### src/rtl/wfi_cycle_seq.sv
module wfi_cycle_seq (
  input  logic       clk,
  input  logic       rst_n,
  input  logic       phase2,
  input  logic       start,
  input  logic       irq_n,
  input  logic       nmi_n,
  input  logic       rdy_in,
  output logic       rdy_pd_n,
  output logic       stall,
  output logic [1:0] cyc,
  output logic       done
);

  typedef enum logic [1:0] {
    S_IDLE = 2'd0,
    S_C1   = 2'd1,
    S_C2   = 2'd2,
    S_C3   = 2'd3
  } step_t;

  step_t st;
  logic  ph_q, nmi_q, irq_s, rdy_s, pd, nmi_seen;
  logic  cyc_end, nmi_fall, hold, wake, pd_on;

  assign cyc_end  = ph_q & ~phase2;
  assign nmi_fall = nmi_q & ~nmi_n;
  assign hold     = (st == S_C2) & phase2 & irq_n & ~nmi_seen;
  assign wake     = ~irq_s | nmi_seen;
  assign pd_on    = pd | hold;

  assign rdy_pd_n = ~pd_on;
  assign stall    = pd_on | ~rdy_in;
  assign cyc      = st;

  always_ff @(posedge clk) begin
    if (!rst_n) begin
      st       <= S_IDLE;
      ph_q     <= 1'b0;
      nmi_q    <= 1'b1;
      irq_s    <= 1'b1;
      rdy_s    <= 1'b1;
      pd       <= 1'b0;
      nmi_seen <= 1'b0;
      done     <= 1'b0;
    end else begin
      ph_q  <= phase2;
      nmi_q <= nmi_n;
      if (phase2) begin
        irq_s <= irq_n;
        rdy_s <= rdy_in;
      end
      done <= 1'b0;
      if (hold)
        pd <= 1'b1;
      if (nmi_fall && (st != S_IDLE || start))
        nmi_seen <= 1'b1;
      case (st)
        S_IDLE: if (start) st <= S_C1;
        S_C1:   if (cyc_end && rdy_s) st <= S_C2;
        S_C2: begin
          if (cyc_end) begin
            if (pd) begin
              if (wake) pd <= 1'b0;
            end else if (rdy_s) begin
              st <= S_C3;
            end
          end
        end
        S_C3: begin
          if (cyc_end && rdy_s) begin
            st       <= S_IDLE;
            done     <= 1'b1;
            nmi_seen <= 1'b0;
          end
        end
        default: st <= S_IDLE;
      endcase
    end
  end

endmodule

### config.mk
export PLATFORM = sky130hd
export DESIGN_NAME = wfi_cycle_seq
export DESIGN_NICKNAME = d
export VERILOG_FILES = /design/src/rtl/wfi_cycle_seq.sv
export SDC_FILE = /design/constraint.sdc
export NUM_CORES = 1
export LEC_CHECK = 0
export BUFFER_PORTS_ARGS = -buffer_cell sky130_fd_sc_hd__buf_2
export CAP_MARGIN = 20
export CORE_AREA = 2 2 39 41
export DETAILED_ROUTE_END_ITERATION = 16
export DIE_AREA = 0 0 41 43
export GPL_TIMING_DRIVEN = 1
export SYNTH_ARGS = -nofsm -noshare
export SYNTH_HDL_FRONTEND = slang
export SYNTH_SLANG_ARGS = --single-unit
### constraint.sdc
create_clock -name clk -period 2.07 [get_ports clk]
set_input_delay 0.414 -clock clk [delete_from_list [all_inputs] [get_ports clk]]
set_output_delay 0.414 -clock clk [all_outputs]
set_load 0.01 [all_outputs]
# After elaboration in Yosys (flattened, before gate mapping)
# Index checks and enable logic that the tools add are counted.
dict set report totals {
  regBits 9
  out_inout_bits 5
  elab_cells 54
}
dict set report op_classes {
  eq_ne 9
  muxes 16
  bitwise_logic 14
  reduce_logical 7
}
# op n
set ops {}
lappend ops {{$mux W2} 6}
lappend ops {{$ne A2 B2 Y1 const B} 6}
lappend ops {{$mux W1} 9}
lappend ops {{$pmux W2 S4} 1}
lappend ops {{$not A1 Y1} 6}
lappend ops {{$reduce_and A6 Y1} 1}
lappend ops {{$and A1 B1 Y1} 5}
lappend ops {{$eq A2 B2 Y1 const B} 2}
lappend ops {{$or A1 B1 Y1} 3}
lappend ops {{$eq A2 B1 Y1 const B} 1}
lappend ops {{$logic_and A1 B1 Y1} 2}
lappend ops {{$logic_not A2 Y1} 1}
lappend ops {{$reduce_and A2 Y1} 1}
lappend ops {{$reduce_bool A2 Y1} 1}
lappend ops {{$logic_or A1 B1 Y1} 1}

# Logic depth before layout (Yosys ltp)
dict set report logic_depth {
  depth_word 9
  depth_mapped 5
}

# Least setup slack after synthesis
# OpenSTA, ideal clock, no wires.
dict set report synth_path {
  path_type {register to output}
  startpoint {register st[0] (netlist: cyc[0])}
  endpoint {output port stall}
  arrival_time_ns 1.276
  path_slack_ns 0.380
  stages_incl_launch_ff 5
  path_buffers 0
  path_cell_list {dfxtp_1 > inv_1 > ha_1 > a41oi_1 > nand2_1}
}
dict set report synth_between {
  elab_chain_len 6
}
# element line
set synth_rtl {}
lappend synth_rtl {{start, declared} 22} ;# step_t st;
lappend synth_rtl {{start signal, assigned} 38} ;# st <= S_IDLE;
lappend synth_rtl {{start signal, assigned} 59} ;# S_IDLE: if (start) st <= S_C1;
lappend synth_rtl {{start signal, assigned} 60} ;# S_C1: if (cyc_end && rdy_s) st <= S_C2;
lappend synth_rtl {{$eq A2 B2 Y1} 28} ;# assign hold = (st == S_C2) & phase2 & irq_n & ~nmi_seen;
lappend synth_rtl {{$and A1 B1 Y1 (3 in series)} 28}
lappend synth_rtl {{$or A1 B1 Y1} 30} ;# assign pd_on = pd | hold;
lappend synth_rtl {{$or A1 B1 Y1} 33} ;# assign stall = pd_on | ~rdy_in;
lappend synth_rtl {{end, declared} 10} ;# output logic stall,
# No other way between the ends.

# Worst setup path in the final report
# Ends and elaborated chain as after synthesis.

==> insert_results.sql <==
INSERT INTO impl_metrics (metric_group, metric, value, unit) VALUES
('timing', 'timing.fmax', '0.532', 'GHz'),
('yosys', 'async_set_or_reset_register_ratio_after_synthesis', '0', ''),
('timing', 'final.period_utilization', '0.908', ''),
('clock_network', 'cts.sink_count', '9', ''),
('yosys', 'post_synth_and_or_nand_nor_area_fraction', '0.209', ''),
('yosys', 'syn_area_per_cell', '9.98', 'µm²'),
('timing', 'skew', '6.81', 'ps'),
('worst_setup_path', 'setup.worst_path.start_class', 'flip-flop', ''),
('route', 'route.final.wire_length', '860', 'µm'),
('yosys', 'synth_mux_area_frac', '0.0669', ''),
('yosys', 'postSynthCellCount', '45', ''),
('timing', 'worst_slew_pin_slew', '429', 'ps'),
('global_routing', 'antenna_found_initial', '0', ''),
('yosys', 'synth_sequential_area_ratio', '0.401', ''),
('yosys', 'synthesis.nets', '56', ''),
('die', 'top_level_i_o_count', '12', ''),
('clock_network', 'cts_tree', 'yes', ''),
('die', 'core_area', '1380', 'µm²'),
('yosys', 'synthDominantCellAreaShare', '0.401', ''),
('timing', 'final_period_minus_worst_setup_slack', '1880', 'ps'),
('route', 'first_iter_violations', '7', ''),
('final_layout', 'postLayoutCoreUtil', '0.395', ''),
('yosys', 'ys_seq_elements', '9', ''),
('worst_setup_path', 'timing.critical_path.buf_inv', '2', ''),
('route', 'vias_after_detailed_routing', '352', ''),
('yosys', 'postSynth.topFlopCell', 'dfxtp_1', ''),
('die', 'die_width', '41', 'µm'),
('yosys', 'synth_warnings', '0', ''),
('yosys', 'synth.lib_cells_used.distinct', '21', ''),
('final_layout', 'commonest_non_fill_non_tap_cell_in_the_layout', 'buf_2', ''),
('final_layout', 'nNetsFinal', '71', ''),
('power_and_ir_drop', 'power.ir.vdd_worst', '0.436', 'mV'),
('die', 'std_cell_rows', '14', ''),
('worst_setup_path', 'critical_path.cell_chain', 'inv_1, ha_1, a41oi_2, nand2_1, buf_2', ''),
('final_layout', 'final_cell_mix', 'buf_2, dfxtp_1, inv_1', ''),
('power_and_ir_drop', 'cellPowerDensity', '1040', 'nW/µm²'),
('place', 'gpl.final_weighted_congestion', '0.707', ''),
('route', 'avgViaCountPerCell', '4.69', ''),
('worst_setup_path', 'cp_slowest_cell', 'dfxtp_1', ''),
('timing', 'timing.max_slew.rel_slack', '0.714', ''),
('yosys', 'synth_fa_ha_area_frac', '0.111', ''),
('die', 'start_util', '0.325', ''),
('yosys', 'yosys.area.top_type', 'dfxtp_1', ''),
('yosys', 'compound_gate_fraction_of_synth_area', '0.128', ''),
('clock_network', 'post_cts_buffers', '0', ''),
('die', 'dieHeight', '43', 'µm'),
('timing', 'report.final.slew_viol_count', '0', ''),
('timing', 'report.final.hold_viol_count', '0', ''),
('global_routing', 'grt_pass1_vias', '327', ''),
('route', 'final_antenna_net_count', '0', ''),
('worst_setup_path', 'critical_path.top_delay_family', 'flip-flops', ''),
('power_and_ir_drop', 'power.static_leakage', '0.277', 'nW'),
('clock_network', 'cts.root.buffer_cell', 'clkbuf_4', ''),
('global_routing', 'grt_pass1_wl', '1340', 'µm'),
('worst_setup_path', 'timing.critical_path.to_type', 'primary output', ''),
('timing', 'grt_setup_unrepaired', 'no', ''),
('yosys', 'synthesis.area', '449', 'µm²'),
('status', 'outcome', 'finished clean', ''),
('worst_setup_path', 'worstPathArrival', '1470', 'ps'),
('final_layout', 'layout-drive-gt1-share', '0.305', ''),
('yosys', 'ys_top_cells_by_area', 'dfxtp_1, ha_1, mux2i_1, inv_1, nand2_1', ''),
('place', 'buffer_ports.inserted', '11', ''),
('clock_network', 'cts.htree.levels', '1', ''),
('worst_setup_path', 'critPathKind', 'reg2out', ''),
('route', 'wire_per_inst', '11.5', 'µm'),
('yosys', 'largest_family_of_logic_cells_by_synthesized_area', 'simple AND/OR/NAND/NOR gates', ''),
('clock_network', 'clock_buffer_count_from_cts', '3', ''),
('final_layout', 'syn_to_final_growth', '21.7', '%'),
('yosys', 'synth_enable_flop_cells', '0', ''),
('final_layout', 'insertedDiodeCount', '0', ''),
('global_routing', 'pin_count_of_the_biggest_net_entering_global_routing', '10', '');
power by group:
part / switching (mW) / internal (mW) / total (mW)
Clock: 0.0615 / 0.0742 / 0.136
Sequential: 0.0277 / 0.200 / 0.228
Combinational: 0.103 / 0.101 / 0.204
Total: 0.192 / 0.375 / 0.567
tightest hold or removal path: stages:
cell and delay (ps):
buf_2 80, inv_1 40, nand2_1 50
registers in the layout, summed over array words and instances (netlist names):
signal,cells
cyc,2
done,1
irq_s,1
nmi_q,1
nmi_seen,1
pd,1
ph_q,1
rdy_s,1
final cells by class:
class | count | area, µm²
Tap cell | 16 | 20.0
Inverter | 7 | 26.3
Multi-Input combinational cell | 28 | 239
Timing Repair Buffer | 11 | 55.1
Sequential cell | 9 | 180
Clock buffer | 4 | 26.3
Fill cell | 140 | 837
synthesized netlist by cell type, types with 3 or more instances:
| cell | instances |
|---|---|
| dfxtp_1 | 9 |
| ha_1 | 4 |
| mux2i_1 | 3 |
| nand2_1 | 6 |
| inv_1 | 7 |
worst paths after layout:
check | from | end | slack (ps) | cells after the start
setup / recovery | cyc[0] | stall | 190 | 5
hold / removal | nmi_n | nmi_q | 360 | 3
setup reg to reg | cyc[1] | cyc[1] | 470 | 5
hold reg to reg | irq_s | irq_s | 490 | 2
routing by layer:
metal | part of all wire | GRT usage | vias up
met5 | 0 | 0 | -
met4 | 0.014 | 0.0600 | 0
met3 | 0.031 | 0.0471 | 2
met2 | 0.48 | 0.172 | 6
met1 | 0.47 | 0.129 | 160
li1 | - | - | 184
kinds of logic after synthesis:
| group | Yosys count |
|---|---|
| compound gates | 7 |
| fa+ha+maj | 4 |
| buf+inv | 8 |
| flops | 9 |
| mux | 3 |
| simple gates | 14 |
per-stage QoR:
step                hold WS, ps  power, mW  instances  area [µm²]  setup slack (ps)
floorplan                   441      0.376         45         449               380
global placement            471      0.428         71         513               425
detailed placement          475      0.433         71         513               406
CTS                         360      0.568         75         539               105
global route                357      0.607         75         547              85.0
finish                      359      0.567         75         547               190
what timing repair did:
action,in CTS,in global routing
resized for setup,0,1
hold endpoints to repair,0,0
setup endpoints to repair,0,1
(Power assumes the default switching activity.)
